`src/rtl/cfgs_pkg.sv`:
```
// Shared types for the serial configuration slave.
// Assumes nothing beyond IEEE 1800-2017 enums.
package cfgs_pkg;

    // Engine phase: receiving a byte, its acknowledge, sending, or the master's acknowledge
    typedef enum logic [2:0] {
        PH_IDLE   = 3'd0,
        PH_RX     = 3'd1,
        PH_RX_ACK = 3'd2,
        PH_TX     = 3'd3,
        PH_TX_ACK = 3'd4
    } phase_t;

    // Meaning of the byte being received in a write transfer
    typedef enum logic [1:0] {
        RX_ADDR = 2'd0,
        RX_CMD  = 2'd1,
        RX_CNT  = 2'd2,
        RX_DATA = 2'd3
    } rx_stage_t;

endpackage

```
`src/rtl/cfgs_line_sync.sv`:
```
// Brings SCL and SDA into the system clock domain and derives bus events.
// Assumes: each SCL level lasts well over three system clocks; glitch
// filtering is done elsewhere. Events are single-cycle pulses.
module cfgs_line_sync (
    input  logic clk,
    input  logic rst_n,
    input  logic scl_i,
    input  logic sda_i,
    output logic sda_s,
    output logic scl_rise,
    output logic scl_fall,
    output logic start_ev,
    output logic stop_ev
);
    logic [1:0] scl_ff;
    logic [1:0] sda_ff;
    logic       scl_q;
    logic       sda_q;

    // Two-flop synchronizers plus one history flop per line; idle bus is high
    always_ff @(posedge clk) begin
        if (!rst_n) begin
            scl_ff <= 2'b11;
            sda_ff <= 2'b11;
            scl_q  <= 1'b1;
            sda_q  <= 1'b1;
        end else begin
            scl_ff <= {scl_ff[0], scl_i};
            sda_ff <= {sda_ff[0], sda_i};
            scl_q  <= scl_ff[1];
            sda_q  <= sda_ff[1];
        end
    end

    // Edge and condition decode on the synchronized lines
    always_comb begin
        sda_s    = sda_ff[1];
        scl_rise = scl_ff[1] & ~scl_q;
        scl_fall = ~scl_ff[1] & scl_q;
        start_ev = scl_ff[1] & scl_q & sda_q & ~sda_ff[1];
        stop_ev  = scl_ff[1] & scl_q & ~sda_q & sda_ff[1];
    end

endmodule

```
`src/rtl/cfgs_bank.sv`:
```
// Configuration register bank: all but the last register are writable,
// the last one is a constant taken from the reset image.
// Assumes one write strobe per cycle at most, with address below NUM_REGS-1.
module cfgs_bank #(
    parameter int                      NUM_REGS    = 8,
    parameter logic [8*NUM_REGS-1:0]   RESET_IMAGE = 64'h00_07_FF_FF_7F_FF_FF_00,
    localparam int                     IDX_W       = $clog2(NUM_REGS)
) (
    input  logic                    clk,
    input  logic                    rst_n,
    input  logic                    wr_en,
    input  logic [IDX_W-1:0]        wr_addr,
    input  logic [7:0]              wr_data,
    input  logic [IDX_W-1:0]        rd_addr,
    output logic [7:0]              rd_data,
    output logic [8*NUM_REGS-1:0]   bank_o
);
    logic [7:0] regs [NUM_REGS];

    for (genvar g = 0; g < NUM_REGS; g++) begin : g_reg
        if (g < NUM_REGS - 1) begin : g_rw
            // Writable register, loaded from the engine's strobe
            always_ff @(posedge clk) begin
                if (!rst_n)
                    regs[g] <= RESET_IMAGE[8*g +: 8];
                else if (wr_en && wr_addr == IDX_W'(g))
                    regs[g] <= wr_data;
            end
        end else begin : g_ro
            // Read-only register fixed at its reset image
            assign regs[g] = RESET_IMAGE[8*g +: 8];
        end
        assign bank_o[8*g +: 8] = regs[g];
    end

    // Read port used by the transmit path
    always_comb rd_data = regs[rd_addr];

endmodule

```
`src/rtl/cfgs_engine.sv`:
```
// Byte-level protocol engine of the serial slave. Decodes the address,
// discards command and count bytes, issues write strobes in order from
// register 0, and sends the count byte and the bank on a read.
// Assumes synchronized bus events from cfgs_line_sync.
module cfgs_engine
    import cfgs_pkg::*;
#(
    parameter int          NUM_REGS   = 8,
    parameter logic [6:0]  SLAVE_ADDR = 7'h69,
    localparam int         IDX_W      = $clog2(NUM_REGS),
    localparam int         CNT_W      = $clog2(NUM_REGS + 1),
    localparam logic [7:0] COUNT_BYTE = 8'(NUM_REGS),
    localparam logic [CNT_W-1:0] WR_LIMIT = CNT_W'(NUM_REGS - 1),
    localparam logic [CNT_W-1:0] WR_SAT   = CNT_W'(NUM_REGS)
) (
    input  logic             clk,
    input  logic             rst_n,
    input  logic             sda_s,
    input  logic             scl_rise,
    input  logic             scl_fall,
    input  logic             start_ev,
    input  logic             stop_ev,
    input  logic [7:0]       rd_data,
    output logic [IDX_W-1:0] rd_addr,
    output logic             wr_en,
    output logic [IDX_W-1:0] wr_addr,
    output logic [7:0]       wr_data,
    output logic             sda_oe,
    output phase_t           phase
);
    rx_stage_t        stage;
    logic [3:0]       bit_cnt;
    logic [7:0]       rx_sh;
    logic [7:0]       tx_sh;
    logic [CNT_W-1:0] wr_idx;
    logic [CNT_W-1:0] tx_idx;
    logic             is_read;
    logic             m_ack;

    // Register to read next is the one after the last byte sent
    always_comb rd_addr = tx_idx[IDX_W-1:0];

    // Protocol state machine, advanced only on synchronized bus events
    always_ff @(posedge clk) begin
        if (!rst_n) begin
            phase   <= PH_IDLE;
            stage   <= RX_ADDR;
            bit_cnt <= '0;
            rx_sh   <= '0;
            tx_sh   <= '0;
            wr_idx  <= '0;
            tx_idx  <= '0;
            is_read <= 1'b0;
            m_ack   <= 1'b0;
            wr_en   <= 1'b0;
            wr_addr <= '0;
            wr_data <= '0;
            sda_oe  <= 1'b0;
        end else begin
            wr_en <= 1'b0;
            if (start_ev) begin
                phase   <= PH_RX;
                stage   <= RX_ADDR;
                bit_cnt <= '0;
                wr_idx  <= '0;
                sda_oe  <= 1'b0;
            end else if (stop_ev) begin
                phase  <= PH_IDLE;
                sda_oe <= 1'b0;
            end else begin
                unique case (phase)
                    PH_RX: begin
                        if (scl_rise && bit_cnt != 4'd8) begin
                            rx_sh   <= {rx_sh[6:0], sda_s};
                            bit_cnt <= bit_cnt + 4'd1;
                        end else if (scl_fall && bit_cnt == 4'd8) begin
                            bit_cnt <= '0;
                            if (stage == RX_ADDR) begin
                                if (rx_sh[7:1] == SLAVE_ADDR) begin
                                    is_read <= rx_sh[0];
                                    sda_oe  <= 1'b1;
                                    phase   <= PH_RX_ACK;
                                end else begin
                                    phase <= PH_IDLE;
                                end
                            end else begin
                                sda_oe <= 1'b1;
                                phase  <= PH_RX_ACK;
                                if (stage == RX_DATA) begin
                                    wr_en   <= (wr_idx < WR_LIMIT);
                                    wr_addr <= wr_idx[IDX_W-1:0];
                                    wr_data <= rx_sh;
                                    if (wr_idx != WR_SAT)
                                        wr_idx <= wr_idx + 1'b1;
                                end
                            end
                        end
                    end
                    PH_RX_ACK: begin
                        if (scl_fall) begin
                            if (stage == RX_ADDR && is_read) begin
                                sda_oe  <= ~COUNT_BYTE[7];
                                tx_sh   <= {COUNT_BYTE[6:0], 1'b0};
                                bit_cnt <= 4'd1;
                                tx_idx  <= '0;
                                phase   <= PH_TX;
                            end else begin
                                sda_oe <= 1'b0;
                                phase  <= PH_RX;
                                unique case (stage)
                                    RX_ADDR: stage <= RX_CMD;
                                    RX_CMD:  stage <= RX_CNT;
                                    default: stage <= RX_DATA;
                                endcase
                            end
                        end
                    end
                    PH_TX: begin
                        if (scl_fall) begin
                            if (bit_cnt == 4'd8) begin
                                sda_oe <= 1'b0;
                                phase  <= PH_TX_ACK;
                            end else begin
                                sda_oe  <= ~tx_sh[7];
                                tx_sh   <= {tx_sh[6:0], 1'b0};
                                bit_cnt <= bit_cnt + 4'd1;
                            end
                        end
                    end
                    PH_TX_ACK: begin
                        if (scl_rise) begin
                            m_ack <= ~sda_s;
                        end else if (scl_fall) begin
                            if (m_ack && tx_idx < WR_SAT) begin
                                sda_oe  <= ~rd_data[7];
                                tx_sh   <= {rd_data[6:0], 1'b0};
                                bit_cnt <= 4'd1;
                                tx_idx  <= tx_idx + 1'b1;
                                phase   <= PH_TX;
                            end else begin
                                phase <= PH_IDLE;
                            end
                        end
                    end
                    default: begin
                        sda_oe <= 1'b0;
                    end
                endcase
            end
        end
    end

endmodule

```
`src/rtl/cfg_serial_slave.sv`:
```
// Top of the serial configuration slave: input synchronizer, protocol
// engine and register bank. SDA is split into a sensed input and a
// pull-low enable; the open-drain pad is outside this block.
module cfg_serial_slave
    import cfgs_pkg::*;
#(
    parameter int                    NUM_REGS    = 8,
    parameter logic [6:0]            SLAVE_ADDR  = 7'h69,
    parameter logic [8*NUM_REGS-1:0] RESET_IMAGE = 64'h00_07_FF_FF_7F_FF_FF_00,
    localparam int                   IDX_W       = $clog2(NUM_REGS)
) (
    input  logic                  clk,
    input  logic                  rst_n,
    input  logic                  scl_i,
    input  logic                  sda_i,
    output logic                  sda_oe_o,
    output logic [8*NUM_REGS-1:0] cfg_bank_o
);
    logic             sda_s;
    logic             scl_rise;
    logic             scl_fall;
    logic             start_ev;
    logic             stop_ev;
    logic [7:0]       rd_data;
    logic [IDX_W-1:0] rd_addr;
    logic             wr_en;
    logic [IDX_W-1:0] wr_addr;
    logic [7:0]       wr_data;
    logic             sda_oe;
    phase_t           phase;

    cfgs_line_sync u_sync (
        .clk      (clk),
        .rst_n    (rst_n),
        .scl_i    (scl_i),
        .sda_i    (sda_i),
        .sda_s    (sda_s),
        .scl_rise (scl_rise),
        .scl_fall (scl_fall),
        .start_ev (start_ev),
        .stop_ev  (stop_ev)
    );

    cfgs_engine #(
        .NUM_REGS   (NUM_REGS),
        .SLAVE_ADDR (SLAVE_ADDR)
    ) u_engine (
        .clk      (clk),
        .rst_n    (rst_n),
        .sda_s    (sda_s),
        .scl_rise (scl_rise),
        .scl_fall (scl_fall),
        .start_ev (start_ev),
        .stop_ev  (stop_ev),
        .rd_data  (rd_data),
        .rd_addr  (rd_addr),
        .wr_en    (wr_en),
        .wr_addr  (wr_addr),
        .wr_data  (wr_data),
        .sda_oe   (sda_oe),
        .phase    (phase)
    );

    cfgs_bank #(
        .NUM_REGS    (NUM_REGS),
        .RESET_IMAGE (RESET_IMAGE)
    ) u_bank (
        .clk     (clk),
        .rst_n   (rst_n),
        .wr_en   (wr_en),
        .wr_addr (wr_addr),
        .wr_data (wr_data),
        .rd_addr (rd_addr),
        .rd_data (rd_data),
        .bank_o  (cfg_bank_o)
    );

    // Pull-low enable goes straight from the engine's flop to the pad
    assign sda_oe_o = sda_oe;

endmodule

```
`config.mk`:
```
export PLATFORM = sky130hd
export DESIGN_NAME = cfg_serial_slave
export DESIGN_NICKNAME = d
export VERILOG_FILES = /design/src/rtl/cfgs_pkg.sv /design/src/rtl/cfgs_line_sync.sv /design/src/rtl/cfgs_bank.sv /design/src/rtl/cfgs_engine.sv /design/src/rtl/cfg_serial_slave.sv
export SDC_FILE = /design/constraint.sdc
export NUM_CORES = 1
export LEC_CHECK = 0
export BUFFER_PORTS_ARGS = -buffer_cell sky130_fd_sc_hd__buf_2
export CAP_MARGIN = 5
export CORE_ASPECT_RATIO = 1.75
export CORE_UTILIZATION = 55
export CTS_BUF_LIST = sky130_fd_sc_hd__clkbuf_16
export CTS_CLUSTER_DIAMETER = 150
export DETAILED_ROUTE_END_ITERATION = 16
export GPL_ROUTABILITY_DRIVEN = 0
export GPL_TIMING_DRIVEN = 0
export PLACE_DENSITY = 0.73
export SYNTH_ARGS = -nofsm -noshare
export SYNTH_HDL_FRONTEND = slang
export SYNTH_SLANG_ARGS = --single-unit
```
`constraint.sdc`:
```
create_clock -name clk -period 5.7 [get_ports clk]
set_input_delay 0.57 -clock clk [delete_from_list [all_inputs] [get_ports clk]]
set_output_delay 0.57 -clock clk [all_outputs]
set_load 0.02 [all_outputs]
```
Yosys cells after proc, flatten, opt, wreduce, memory -nomap -nowiden. Cells that the tools add are included.

Register bits after elaboration: 110. Output and inout port bits: 65. Word-level logic and storage cells: 175.

$add $sub $neg: 3. $lt $le $gt $ge: 3. Equality and inequality tests: 35. Mux-type cells: 54. Bitwise logic cells: 23. Reductions and logical operators: 32.

Operator list (number): 2-to-1 mux 8 bit (9); 2-to-1 mux 4 bit (14); AND reduction 8 bit (4); binary-select mux 8 bit (select 3 bit) (1); one-hot mux 8 bit (3 select lines) (1); 2-to-1 mux 3 bit (7); AND reduction 7 bit (3); != test 4 x 3 -> 1 bit (second input constant) (5); AND reduction 10 bit (2); != test 4 bit (second input constant) (4); one-hot mux 4 bit (4 select lines) (1); inverter 1 bit (15); != test 2 x 1 -> 1 bit (second input constant) (7); 2-to-1 mux 1 bit (13); adder 4 x 1 -> 4 bit (second input constant) (3); equality test 3 x 2 -> 1 bit (second input constant) (4); equality test 3 bit (second input constant) (4); one-hot mux 3 bit (4 select lines) (1); AND reduction 4 bit (3); logical AND 1 bit (11); 2-to-1 mux 2 bit (4); one-hot mux 4 bit (2 select lines) (1); OR reduction 8 bit (1); AND 1 bit (7); 22 further kinds (25).

Longest topological paths before layout.
Word-level depth: 9. Gate-level depth with buffers: 8.

By module. Synthesis repeated with hierarchy kept, for this count alone.

Cell total of the unflattened synthesis: 583. Area total of the unflattened synthesis: 5316.3 um2.

By module, submodules not included: cfgs_bank (times used 1, cells each 287, area an instance 2640.0 um2); cfgs_engine (times used 1, cells each 280, area an instance 2486.1 um2); cfgs_line_sync (times used 1, cells each 16, area an instance 190.2 um2).

Worst setup path before layout. No wires, ideal clock.

Path kind: reg-to-reg. From: reg u_engine.bit_cnt[0]. To: reg u_engine.bit_cnt[1]. Data arrival time: 1.793 ns. Setup slack: 3.836 ns. Cell stages (with the launch flop): 8. Clock period less this slack: 1.864 ns. Path through: dfxtp_1 -> inv_1 -> ha_1 -> and3b_1 -> or4_1 -> o311ai_1 -> a21o_4 -> mux2i_1.

Word-level cells in the longest chain between the ends: 4. Elaborated cells on any way between the ends: 12. Those cells by class: 1 x add/sub; 4 x eq/ne; 4 x mux; 3 x reduce/logical.

RTL lines: from (decl) (line cfgs_engine.sv:32) `logic [3:0] bit_cnt;`; from (signal assigned) (line cfgs_engine.sv:75) `bit_cnt <= bit_cnt + 4'd1;`; from (signal assigned) (line cfgs_engine.sv:126) `bit_cnt <= bit_cnt + 4'd1;`; adder 4 x 1 -> 4 bit (tied with other cells) (line cfgs_engine.sv:75, cfgs_engine.sv:126); 2-to-1 mux 4 bit (tied with other cells) (line cfgs_engine.sv:120) `if (bit_cnt == 4'd8) begin`; 2-to-1 mux 4 bit (tied with other cells) (line cfgs_engine.sv:119) `if (scl_fall) begin`; one-hot mux 4 bit (4 select lines) or AND reduction 10 bit (tied branches).

Several ways; a longest one is shown, not always the timed one. The select of a mux whose other input is x is not followed. A chain may end at the register's enable or synchronous reset.

Worst setup path after layout.
From: reg u_engine.bit_cnt[0]. To: reg u_engine.phase[1].

Word-level cells in the longest chain between the ends: 4. Elaborated cells on any way between the ends: 8. Those cells by class: 5 x eq/ne; 3 x reduce/logical.

RTL lines: != test 4 bit or equality test 4 bit (tied branches) (line cfgs_engine.sv:73, cfgs_engine.sv:76, cfgs_engine.sv:120); logical AND 1 bit, on equally long branches (line cfgs_engine.sv:73, cfgs_engine.sv:76); != test 2 bit (no line) or != test 2 x 1 -> 1 bit (tied branches); AND reduction 8 bit (no line) *; to (signal assigned) (line cfgs_engine.sv:68) `phase <= PH_IDLE;`; to (signal assigned) (line cfgs_engine.sv:82) `phase <= PH_RX_ACK;`; to (signal assigned) (line cfgs_engine.sv:84) `phase <= PH_IDLE;`; to (decl) (line cfgs_engine.sv:29) `output phase_t phase`.

Mark *: on every way between the ends. The rest lies on a longest branch, timed or not.

==> metrics.md <==
| Metric | Value |
|---|---|
| Cts bufs inserted | `9` |
| Antenna Nets Post-Route | `0` |
| CP max FO | `7` |
| Met3 usage | `around 6.3%` |
| # hold bufs at CTS | `0` |
| Worst Tran Pin Value | `roughly 1.1 ns` |
| Root buf cell | `clkbuf_16` |
| Pre-antenna DRT Iters | `6` |
| Worst skew pair latency | `around 0.35 ns` |
| WP data required | `approximately 6 ns` |
| Most crowded layer after global routing | `met2` |
| Detailed Place HPWL | `between 10000 and 15000 um` |
| Layout Nets | `692` |
| R2R Setup Slk | `~3.5 ns` |
| Antenna cells | `0` |
| Internal Power | `1.082 mW` |
| Clock power frac | `around 43%` |
| DRC violations left | `0` |
| Global-route wire length before repair | `between 20000 and 25000 um` |
| Period utilization | `38.44%` |
| Core Area | `roughly 8800 um2` |
| Hold WC Path Type | `input port to register` |
| Hold Path Origin | `sda_i` |
| Power share of the sequential group | `between 50% and 60%` |
| DIE WIDTH | `74.47 um` |
| Max Buffers Root-to-Sink | `2` |
| Relative slew margins | `just under 30%` |
| RR Startpoint | `u_engine.bit_cnt[0]$_SDFFE_PP0P_` |
| Syn avg cell area | `8.341 um2` |
| Cell count of the worst hold path | `2` |
| Initial Utilization | `between 50% and 60%` |
| Worst-path clk slew | `roughly 0.07 ns` |
| Switch Pwr | `~0.34 mW` |
| Initial DRC Count | `269` |
| WL final | `approximately 14000 um` |
| Fmax achieved | `0.4564 GHz` |
| Die area | `between 9000 and 10000 um2` |
| Routed len/inst | `18.00 um` |
| Drt via density | `just under 6` |
| Fin. Hold Viols | `0` |
| Final setup viols | `0` |
| Peak supply drop | `0.0002374 V` |
| Worst path slowest cell | `o21ai_0` |
| Synth Cell Area | `5055 um2` |
| Worst setup path class | `register to register` |
| I/O Buffers | `between 50 and 60` |
| Ys flop type | `dfxtp_1` |
| Hold EP | `u_sync.sda_ff[0]$_SDFF_PN1_` |
| Largest net degree at the start of global routing | `20` |
| Sequential-to-total area share from yosys stat | `43.17%` |
| Synth-to-Final Area Change | `14.90%` |
| CTS tree | `yes` |
| Vias in the first global route | `4488` |
| Vias post-DR | `approximately 4700` |
| Unique masters post-synth | `62` |
| Grt met1 use | `between 30% and 40%` |
| Final Critical Period | `roughly 2.2 ns` |
| YS warnings | `0` |
| Setup TNS | `0 ns` |
| Row count | `between 40 and 50` |
| H-tree lvl count | `3` |
| Placed Cells | `between 700 and 800` |
| Pwr dens | `between 200 and 250 nW/um2` |
| Die height | `about 130 um` |
| Crit-path cells | `inv_1 > ha_1 > and3b_1 > and3_1 > o21ai_0 > nor3_1 > a211oi_1` |
| R2r endpoint | `u_engine.phase[1]$_SDFFE_PP0P_` |
| Layout cell share with drive strength beyond 1 | `between 10% and 20%` |
| Yosys reg bits | `roughly 110` |
| Post-synth EDFFs | `0` |
| R2R cell count | `7` |
| Net Sw Frac | `a little under a quarter` |
| Worst clock skew | `between 0.008 and 0.009 ns` |
| Layout Cells excl Fill | `about 810` |
| Clk sinks | `around 110` |
| Initial antenna violation count | `0` |
| Slew Viols, Final | `0` |
| RSZ-0062 raised after global routing | `false` |
| Crit path largest cell delay | `around 0.50 ns` |
| I/O pin count | `69` |
| Post-CTS Resized | `0` |
| GR Overflow Total | `0` |
| Critical Path Start Type | `register` |
| Lkg Pwr | `roughly 2.4 nW` |
| Comb pwr share | `under 10%` |
| Status | `finished clean` |
| CP endpoint kind | `register` |
| Post-CTS setup buffers | `0` |
| Async SR Flop Fraction | `0%` |
| Synthesized instance count | `606` |
| Gr usage total | `between 30% and 40%` |
| Met2 Resource Use GR | `56.39%` |
| WP data arrival | `2.45 ns` |
| Max-cap violations | `0` |
==> cell usage after synthesis (all sizes together), types with 3 or more instances <==
| cell type | n | area, um2 |
|---|---|---|
| or3 | 3 | 23.77 |
| nor3b | 3 | 32.53 |
| nor2 | 56 | 210.2 |
| dfxtp | 109 | 2182 |
| buf | 19 | 121.4 |
| nand3 | 59 | 295.3 |
| nor3 | 11 | 66.32 |
| and3 | 4 | 25.02 |
| mux2i | 32 | 320.3 |
| mux4 | 8 | 180.2 |
| o221a | 6 | 67.56 |
| ha | 5 | 62.56 |
| nand4 | 4 | 25.02 |
| a211oi | 10 | 80.07 |
| a21oi | 29 | 145.1 |
| xnor2 | 3 | 26.28 |
| nand2 | 135 | 506.7 |
| inv | 8 | 30.03 |
| o211ai | 3 | 22.52 |
| clkbuf | 29 | 108.9 |
| o21ai | 12 | 60.06 |
| nand2b | 11 | 68.82 |
| nor2b | 7 | 43.79 |
| and2 | 3 | 18.77 |
==> critical path, delay by kind of cell, from the launching register on <==
kind / cells / cell delay, ns
AND/OR/NAND/NOR: 3 / 0.63
buffers and inverters: 1 / 0.10
AO/OA/AOI/OAI: 2 / 0.74
flip-flops: 1 / 0.40
adder cells (fa/ha/maj): 1 / 0.23
==> kinds of logic after synthesis <==
group                      share of synthesized area (%)
DFF                                                43.17
other                                            0.07419
muxes                                              9.901
and+or+nand+nor                                    28.54
buffers and inverters                              5.148
xor gates and xnor gates                          0.8665
AOI/OAI and AO/OA                                  11.06
adders and majority gates                          1.238
==> cells in the final DEF, fill, tap and decap left out, types with 3 or more instances in the layout <==
cell	synthesis	routed
a211oi_1	9	9
a21oi_1	29	29
and2_1	3	3
and3_1	4	4
buf_2	7	66
buf_4	9	9
clkbuf_1	29	29
clkbuf_16	0	9
conb_1	1	8
dfxtp_1	109	109
ha_1	5	5
inv_1	8	8
mux2i_1	32	32
mux4_2	8	8
nand2_1	135	135
nand2b_1	11	11
nand3_1	59	59
nand4_1	4	4
nor2_1	56	56
nor2b_1	7	7
nor3_1	10	10
o211ai_1	3	3
o21ai_0	10	10
o221a_2	6	6
xnor2_1	3	3
==> through the flow <==
step | cell area [um2] | power [mW] | hold WS, ns | setup WS (ns) | util [%]
detailed placement | 5523 | 0.8348 | 0.3971 | 3.485 | 62.88
CTS | 5808 | 1.424 | 0.4035 | 3.568 | 66.13
global placement | 5523 | 0.8345 | 0.3986 | 3.502 | 62.88
floorplan | 5081 | 0.8209 | 0.3863 | 3.836 | -
global route | 5808 | 1.454 | 0.4000 | 3.439 | 66.13
finish | 5808 | 1.423 | 0.3999 | 3.509 | 66.13
==> state kept, by name (all words and copies together), names as in the netlist <==
name,flops
u_engine.stage,2
u_engine.wr_en,1
u_engine.phase,3
u_engine.wr_data,8
u_sync.scl_ff,2
u_engine.is_read,1
u_engine.rx_sh,8
u_engine.tx_sh,7
u_engine.sda_oe,1
u_sync.sda_ff,2
u_engine.wr_addr,3
u_sync.sda_q,1
u_engine.m_ack,1
u_engine.tx_idx,4
u_engine.wr_idx,4
u_sync.scl_q,1
u_bank.bank_o,56
u_engine.bit_cnt,4
==> how the worst max path moves through the flow <==
stage                                     start                               end  slack [ns]  cells after the start
6_report       u_engine.bit_cnt[0]$_SDFFE_PP0P_    u_engine.phase[1]$_SDFFE_PP0P_        3.51                      7
5_1_grt        u_engine.bit_cnt[0]$_SDFFE_PP0P_  u_engine.bit_cnt[0]$_SDFFE_PP0P_        3.44                      7
4_1_cts        u_engine.bit_cnt[0]$_SDFFE_PP0P_    u_engine.phase[1]$_SDFFE_PP0P_        3.57                      7
3_5_place_dp                              rst_n    u_bank.bank_o[49]$_SDFFE_PN1P_        3.49                      4
3_3_place_gp                              rst_n    u_bank.bank_o[38]$_SDFFE_PN1P_        3.50                      4
2_1_floorplan  u_engine.bit_cnt[0]$_SDFFE_PP0P_  u_engine.bit_cnt[1]$_SDFFE_PP0P_        3.84                      7
==> routing by layer <==
metal	share of wire [%]	vias to the layer above
li1	-	2234
met5	0	-
met3	6.1	37
met1	37	2231
met2	53	199
met4	3.9	0
==> final cells by class <==
cell class                 instances  area [um2]
tap                              117       146.4
clock buffer                       9       225.2
inverter                           8       30.03
multi-input combinational        448        2639
clock inverter                     7       60.06
timing repair buffer              59       295.3
buffer                            48       230.2
sequential                       109        2182
fill                             792        2975
==> power by group through the flow <==
stage / clock, mW / sequential (mW) / combinational [mW]
2_1_floorplan: 0 / 0.784 / 0.0371
3_5_place_dp: 0 / 0.784 / 0.0506
3_3_place_gp: 0 / 0.784 / 0.0503
6_report: 0.605 / 0.766 / 0.0515
5_1_grt: 0.632 / 0.767 / 0.0556
4_1_cts: 0.607 / 0.766 / 0.0508
No activity file was read; power rests on OpenSTA's default activity.
